`src/rtl/pwm_ilink_pkg.sv`:
```
package pwm_ilink_pkg;

    localparam int ADDR_W = 2;

    localparam logic [ADDR_W-1:0] REG_TOP  = 2'd0;
    localparam logic [ADDR_W-1:0] REG_WORD = 2'd1;
    localparam logic [ADDR_W-1:0] REG_MASK = 2'd2;
    localparam logic [ADDR_W-1:0] REG_CTRL = 2'd3;

    localparam int CTRL_CLR_BIT = 0;

    typedef enum logic {
        LD_IDLE = 1'b0,
        LD_LOAD = 1'b1
    } ld_state_e;

endpackage

```
`src/rtl/pwm_timebase.sv`:
```
module pwm_timebase #(
    parameter int CW = 8
) (
    input  logic          clk,
    input  logic          rst_n,
    input  logic          top_wr,
    input  logic [CW-1:0] top_wdata,
    input  logic          clr,
    output logic [CW-1:0] cnt_q,
    output logic [CW-1:0] cnt_d,
    output logic          restart
);

    logic [CW-1:0] top_q;
    logic [CW-1:0] eff_q;
    logic [CW-1:0] eff_d;
    logic          at_top;

    assign at_top  = (cnt_q >= eff_q);
    assign restart = clr | at_top;

    always_comb begin
        cnt_d = cnt_q + {{(CW-1){1'b0}}, 1'b1};
        eff_d = eff_q;
        if (restart) begin
            cnt_d = '0;
            eff_d = top_q;
        end
    end

    always_ff @(posedge clk or negedge rst_n) begin
        if (!rst_n) begin
            cnt_q <= '0;
            eff_q <= '0;
            top_q <= '0;
        end else begin
            cnt_q <= cnt_d;
            eff_q <= eff_d;
            if (top_wr) begin
                top_q <= top_wdata;
            end
        end
    end

    p_cnt_in_range_r2: assert property (@(posedge clk) disable iff (!rst_n)
        cnt_q <= eff_q);

    p_wrap_to_zero_r2: assert property (@(posedge clk) disable iff (!rst_n)
        (cnt_q == eff_q) |=> (cnt_q == '0));

    p_count_step_r2: assert property (@(posedge clk) disable iff (!rst_n)
        (!clr && cnt_q < eff_q) |=> (cnt_q == $past(cnt_q) + 1'b1));

    p_clear_zero_r8: assert property (@(posedge clk) disable iff (!rst_n)
        clr |=> (cnt_q == '0 && eff_q == $past(top_q)));

endmodule

```
`src/rtl/pwm_dutyload.sv`:
```
module pwm_dutyload
    import pwm_ilink_pkg::*;
#(
    parameter int NCH = 8,
    parameter int CW  = 8
) (
    input  logic                    clk,
    input  logic                    rst_n,
    input  logic                    word_wr,
    input  logic [CW-1:0]           word_wdata,
    input  logic                    mask_wr,
    input  logic [NCH-1:0]          mask_wdata,
    output logic                    ready,
    output logic [NCH-1:0][CW-1:0]  pend_q
);

    ld_state_e      state_q;
    ld_state_e      state_d;
    logic [CW-1:0]  word_q;
    logic [NCH-1:0] mask_q;
    logic           accept;
    logic           load_en;

    assign accept = mask_wr && (state_q == LD_IDLE);

    // Next-state logic: ACCEPT moves IDLE to LOAD, FINISH returns to IDLE.
    always_comb begin
        state_d = state_q;
        unique case (state_q)
            LD_IDLE: if (accept) state_d = LD_LOAD;
            LD_LOAD: state_d = LD_IDLE;
            default: state_d = LD_IDLE;
        endcase
    end

    // State register
    always_ff @(posedge clk or negedge rst_n) begin
        if (!rst_n) begin
            state_q <= LD_IDLE;
        end else begin
            state_q <= state_d;
        end
    end

    // Output decode
    always_comb begin
        ready   = 1'b0;
        load_en = 1'b0;
        unique case (state_q)
            LD_IDLE: ready   = 1'b1;
            LD_LOAD: load_en = 1'b1;
            default: ready   = 1'b0;
        endcase
    end

    always_ff @(posedge clk or negedge rst_n) begin
        if (!rst_n) begin
            word_q <= '0;
            mask_q <= '0;
        end else begin
            if (word_wr) begin
                word_q <= word_wdata;
            end
            if (accept) begin
                mask_q <= mask_wdata;
            end
        end
    end

    for (genvar i = 0; i < NCH; i++) begin : g_pend
        always_ff @(posedge clk or negedge rst_n) begin
            if (!rst_n) begin
                pend_q[i] <= '0;
            end else if (load_en && mask_q[i]) begin
                pend_q[i] <= word_q;
            end
        end

        p_unselected_kept_r5: assert property (@(posedge clk) disable iff (!rst_n)
            !(load_en && mask_q[i]) |=> $stable(pend_q[i]));
    end

    p_busy_one_cycle_r6: assert property (@(posedge clk) disable iff (!rst_n)
        !ready |=> ready);

    p_accept_drops_ready_r6: assert property (@(posedge clk) disable iff (!rst_n)
        (ready && mask_wr) |=> !ready);

    p_busy_mask_kept_r6: assert property (@(posedge clk) disable iff (!rst_n)
        !ready |=> $stable(mask_q));

endmodule

```
`src/rtl/pwm_chan.sv`:
```
module pwm_chan #(
    parameter int CW      = 8,
    parameter bit FALLING = 1'b0
) (
    input  logic          clk,
    input  logic          rst_n,
    input  logic          restart,
    input  logic [CW-1:0] pend,
    input  logic [CW-1:0] cnt_q,
    input  logic [CW-1:0] cnt_d,
    output logic          pwm_o
);

    logic [CW-1:0] act_q;
    logic [CW-1:0] act_d;

    assign act_d = restart ? pend : act_q;

    always_ff @(posedge clk or negedge rst_n) begin
        if (!rst_n) begin
            act_q <= '0;
        end else begin
            act_q <= act_d;
        end
    end

    if (FALLING) begin : g_fall
        always_ff @(negedge clk or negedge rst_n) begin
            if (!rst_n) begin
                pwm_o <= 1'b0;
            end else begin
                pwm_o <= (act_q != '0) && (cnt_q <= act_q);
            end
        end
    end else begin : g_rise
        always_ff @(posedge clk or negedge rst_n) begin
            if (!rst_n) begin
                pwm_o <= 1'b0;
            end else begin
                pwm_o <= (act_d != '0) && (cnt_d <= act_d);
            end
        end
    end

    p_zero_duty_low_r3: assert property (@(posedge clk) disable iff (!rst_n)
        (act_q == '0) |-> !pwm_o);

    p_duty_held_r7: assert property (@(posedge clk) disable iff (!rst_n)
        !restart |=> $stable(act_q));

endmodule

```
`src/rtl/pwm_ilink.sv`:
```
module pwm_ilink
    import pwm_ilink_pkg::*;
#(
    parameter int NCH = 8,
    parameter int CW  = 8,
    parameter int DW  = (CW > NCH) ? CW : NCH
) (
    input  logic              clk,
    input  logic              rst_n,
    input  logic              wr_en,
    input  logic [ADDR_W-1:0] wr_addr,
    input  logic [DW-1:0]     wr_data,
    output logic              ready,
    output logic [NCH-1:0]    pwm_o
);

    logic                   top_wr;
    logic                   word_wr;
    logic                   mask_wr;
    logic                   clr;
    logic [CW-1:0]          cnt_q;
    logic [CW-1:0]          cnt_d;
    logic                   restart;
    logic [NCH-1:0][CW-1:0] pend;

    assign top_wr  = wr_en && (wr_addr == REG_TOP);
    assign word_wr = wr_en && (wr_addr == REG_WORD);
    assign mask_wr = wr_en && (wr_addr == REG_MASK);
    assign clr     = wr_en && (wr_addr == REG_CTRL) && wr_data[CTRL_CLR_BIT];

    pwm_timebase #(.CW(CW)) u_tb (
        .clk       (clk),
        .rst_n     (rst_n),
        .top_wr    (top_wr),
        .top_wdata (wr_data[CW-1:0]),
        .clr       (clr),
        .cnt_q     (cnt_q),
        .cnt_d     (cnt_d),
        .restart   (restart)
    );

    pwm_dutyload #(.NCH(NCH), .CW(CW)) u_ld (
        .clk        (clk),
        .rst_n      (rst_n),
        .word_wr    (word_wr),
        .word_wdata (wr_data[CW-1:0]),
        .mask_wr    (mask_wr),
        .mask_wdata (wr_data[NCH-1:0]),
        .ready      (ready),
        .pend_q     (pend)
    );

    for (genvar i = 0; i < NCH; i++) begin : g_ch
        pwm_chan #(.CW(CW), .FALLING((i % 2) == 1)) u_ch (
            .clk     (clk),
            .rst_n   (rst_n),
            .restart (restart),
            .pend    (pend[i]),
            .cnt_q   (cnt_q),
            .cnt_d   (cnt_d),
            .pwm_o   (pwm_o[i])
        );
    end

    p_period_start_high_r3: assert property (@(posedge clk) disable iff (!rst_n)
        (restart && pend[0] != '0) |=> pwm_o[0]);

endmodule

```
`config.mk`:
```
export PLATFORM = sky130hd
export DESIGN_NAME = pwm_ilink
export DESIGN_NICKNAME = d
export VERILOG_FILES = /design/src/rtl/pwm_ilink_pkg.sv /design/src/rtl/pwm_timebase.sv /design/src/rtl/pwm_dutyload.sv /design/src/rtl/pwm_chan.sv /design/src/rtl/pwm_ilink.sv
export SDC_FILE = /design/constraint.sdc
export NUM_CORES = 1
export LEC_CHECK = 0
export BUFFER_PORTS_ARGS = -buffer_cell sky130_fd_sc_hd__buf_2
export CORE_MARGIN = 10
export CORE_UTILIZATION = 46
export DETAILED_ROUTE_END_ITERATION = 8
export GPL_TIMING_DRIVEN = 0
export SETUP_SLACK_MARGIN = 0.4
export SLEW_MARGIN = 20
export SYNTH_ARGS = -nofsm -noshare
export SYNTH_HDL_FRONTEND = slang
export SYNTH_SLANG_ARGS = --single-unit
```
`constraint.sdc`:
```
create_clock -name clk -period 3.7 [get_ports clk]
set_clock_uncertainty 0.1 [all_clocks]
set_input_delay 0.74 -clock clk [delete_from_list [all_inputs] [get_ports clk]]
set_output_delay 0.74 -clock clk [all_outputs]
set_load 0.005 [all_outputs]
```
==> run summary <==
For the initial cell density of the core, the log shows 0.471. The aggregate global routing overflow is 0. The most common cell in the synthesized netlist is sky130_fd_sc_hd__dfrtp_1.

The worst setup path is launched from a register. The number of antenna diodes in the final layout is 0. The floorplan step set the die height to 156 microns. The slew at the pin closest to its max-slew limit came out at 0.742 ns. The die extent in x came out at 156 microns. After the first detailed-routing iteration, the DRC count stood at 207.

The number of cell rows came out at 49. The logs give 13600 microns for the post-DP HPWL and 0.466 for the part of the total power dissipated in combinational logic. The initial antenna violation count is 0, and the combined buffer and inverter count along the critical path is 2. The number of hold-repair buffers added at the cts stage is 0, and the mean instance size in the synthesized netlist is 12.0 sq um. The tools report the final cell utilization of the core as 0.571. The final net count was 865. The path type of the worst setup path was register to output port. The tools report the count of mapped cells out of synthesis as 707. The top cell type's share of synthesized area is 0.508.

The critical path's largest stage delay is 0.39 ns. The count of endpoints failing hold in the final timing report came out at 0. In this run the number of H-tree levels came out at 4. The tools report the highest ir drop seen on vdd as 465 uV. The share of the yosys chip area belonging to registers was 0.520; the post-detailed-route via-to-cell ratio was 5.53.

The power per cell area was 951 mW/mm^2; the largest net degree at the start of global routing was 73. The power share of the clock group is 0.184. In this run the register-to-register setup slack is 0.07 ns. The tools report the count of maximum capacitance violations as 0. From synthesis to final layout, the design area changed by 21.2%. Dividing the detail-routed wire length by the instance count gives 20.4 microns. At the worst endpoint, the required time is 2.86 ns.

The maximum number of buffers from clock root to sink came out at 2. The via count of the first global-routing pass is 5948. The tools report the capture instance of the worst register-to-register path as g_ch[5].u_ch.pwm_o$_DFF_NN0_. After detailed routing, the number of remaining DRC violations is 0. The global-route usage over all layers was 0.173. The number of distinct library cells after synthesis was 44.

The dominant synthesized flop cell was sky130_fd_sc_hd__dfrtp_1. Counting every sink on the clock net gives 177. The sum of routed wire length over all layers is 20800 microns, and the proportion of total power due to net switching is 0.377. The slowest stage of the critical path is the sky130_fd_sc_hd__dfrtn_1 cell. The worst slew slack as a fraction of its limit was 0.503; the total die area was 0.0244 sq mm. The clock root buffer master is sky130_fd_sc_hd__clkbuf_16. The worst setup path is captured at an output port. Number of nets still failing antenna checks after routing: 0.

The number of synthesized flops with an enable pin came out at 0. Among cell families on the critical path, the largest total delay comes from flip-flops. The logs give 0 for the total of endpoints with negative setup slack in the final report and 6110 uW for the internal cell power. The logs give 4 for the length of the first detailed-routing pass in iterations and 793 for the net count after synthesis.

Critical register-to-register path startpoint: u_tb.cnt_q[1]$_DFF_PN0_. Sorting the synthesized cells by area gives the leading types as sky130_fd_sc_hd__dfrtp_1 51%, sky130_fd_sc_hd__mux2_2 12%, sky130_fd_sc_hd__ha_1 11%. The number of cells on the worst reg-to-reg path is 6. Number of warning messages in the yosys log: 0.

Setup repair after global routing could not meet its margin everywhere. The sequential group share of total power came out at 0.351. The maximum fanout encountered on the critical timing path was 1; the area of the mapped netlist was 0.00852 sq mm. The total count of max-transition violations in the final report is 0, and the static leakage power is 0.00466 uW. The fraction of final layout cells sized beyond drive strength 1 was 0.328.

In the synthesized netlist, the cells that appear most often are 173 x sky130_fd_sc_hd__dfrtp_1, 88 x sky130_fd_sc_hd__mux2_2, 73 x sky130_fd_sc_hd__ha_1, 67 x sky130_fd_sc_hd__inv_1, 57 x sky130_fd_sc_hd__nand2_1. The run finished with clean final reports. The run gives 1461 as the number of filler instances in the final layout. The signal on the critical path passes through buf_4, buf_6. The later pin in the worst-skew pair is clocked with a latency of 0.43 ns. Input and output buffers added on the ports amount to 21. For the switching component of the power, the log shows 3700 uW. The post-layout total power was 9810 uW. The run gives 0.0181 sq mm as the core box area. Clock-pin slew was measured on the worst setup and hold paths at 0.06 ns. TritonCTS built the clock tree.

Library cell with the largest summed area after synthesis: sky130_fd_sc_hd__dfrtp_1. In this run the worst hold path is classified as input pin to asynchronous set/reset pin. The first global-routing pass estimated 32400 microns of wire. The share of flip-flops with an asynchronous set or reset after synthesis was 1.00; the arrival time reported for the critical path endpoint was 2.82 ns. The routed layout has 5649 vias. The count of boundary I/O pins is 22, and the flip-flop and latch count after synthesis is 177.

The run gives 17 as the number of clock buffers inserted by TritonCTS. The tools report the final weighted congestion of routability-driven global placement as 0.804.
timing repair:
item                       in CTS  in global routing
resized for setup              48                 41
setup buffers                  16                 14
setup endpoints to repair      12                 12
pin swaps                       9                 24
metrics by stage:
step,hold WS [ns],setup TNS (ns),instances,instance area (sq um),worst slack [ns]
finish,0.0838,0,1021,10300,0.0393
global route,0.0930,0,1021,10300,0.00565
CTS,0.0861,0,1007,9960,0.0300
detailed placement,0.363,-0.269,959,8990,-0.110
global placement,0.356,-166.85,957,8920,-2.60
floorplan,0.344,0,707,8530,0.252
worst max-delay path by stage:
stage | to | from | depth (start not counted) | slack [ns]
4_1_cts | pwm_o[7] | g_ch[7].u_ch.pwm_o$_DFF_NN0_ | 2 | 0.03
3_3_place_gp | g_ch[5].u_ch.pwm_o$_DFF_NN0_ | rst_n | 1 | -2.60
5_1_grt | g_ch[5].u_ch.pwm_o$_DFF_NN0_ | u_tb.cnt_q[1]$_DFF_PN0_ | 6 | 0.006
6_report | pwm_o[7] | g_ch[7].u_ch.pwm_o$_DFF_NN0_ | 2 | 0.04
2_1_floorplan | g_ch[3].u_ch.pwm_o$_DFF_NN0_ | u_tb.cnt_q[3]$_DFF_PN0_ | 6 | 0.25
3_5_place_dp | g_ch[6].u_ch.pwm_o$_DFF_PN0_ | u_tb.cnt_q[4]$_DFF_PN0_ | 12 | -0.11
sequential cells by signal (all words and copies together), names as in the netlist:
signal and count:
u_ld.state_q 1, u_tb.top_q 8, g_ch.u_ch.pwm_o 8, g_ch.u_ch.act_q 64, u_ld.word_q 8, u_ld.mask_q 8
u_ld.pend_q 64, u_tb.cnt_q 8, u_tb.eff_q 8
layout by cell type, fill, tap and decap left out, types with 17 or more instances in the layout:
| master | netlist | final |
|---|---|---|
| sky130_fd_sc_hd__mux2_2 | 88 | 88 |
| sky130_fd_sc_hd__buf_6 | 7 | 20 |
| sky130_fd_sc_hd__nor4_1 | 24 | 24 |
| sky130_fd_sc_hd__buf_4 | 8 | 27 |
| sky130_fd_sc_hd__inv_1 | 67 | 66 |
| sky130_fd_sc_hd__buf_2 | 5 | 21 |
| sky130_fd_sc_hd__o21ai_0 | 20 | 19 |
| sky130_fd_sc_hd__a21oi_1 | 31 | 28 |
| sky130_fd_sc_hd__ha_4 | 0 | 18 |
| sky130_fd_sc_hd__dfrtp_1 | 173 | 166 |
| sky130_fd_sc_hd__clkbuf_16 | 0 | 17 |
| sky130_fd_sc_hd__nand2_1 | 57 | 57 |
| sky130_fd_sc_hd__o21ai_1 | 21 | 22 |
| sky130_fd_sc_hd__ha_1 | 73 | 53 |
cells by family after synthesis:
| group | after synthesis | share of synthesized area |
|---|---|---|
| adders and majority gates | 73 | 0.107 |
| and+or+nand+nor | 134 | 0.0779 |
| muxes | 125 | 0.166 |
| DFF | 177 | 0.520 |
| buffers and inverters | 90 | 0.0501 |
| xor gates and xnor gates | 6 | 0.00617 |
| AOI/OAI and AO/OA | 102 | 0.0729 |
final cells by class:
class | instances | area (sq um) | area share
inverters | 67 | 251 | 0.0244
flip-flops and latches | 177 | 4440 | 0.430
multi-input cells | 440 | 4080 | 0.395
plain buffers | 23 | 200 | 0.0194
well taps | 229 | 287 | 0.0278
clock inverters | 13 | 154 | 0.0149
clock buffers | 19 | 443 | 0.0429
repair buffers | 53 | 470 | 0.0456
power groups by stage:
stage                     Clock [uW]  Sequential (uW)  Combinational, uW
after floorplan                    0             3180               2760
after global placement             0             3410               3390
after global routing            1910             3530               5080
after detailed placement           0             3440               3600
final                           1800             3440               4570
after CTS                       1840             3410               4070
per-layer routing:
layer,part of all wire,GRT usage
met1,0.45,0.224
met2,0.49,0.287
met3,0.034,0.0259
met4,0.020,0.0629
met5,0,0
(Power assumes the default switching activity.)
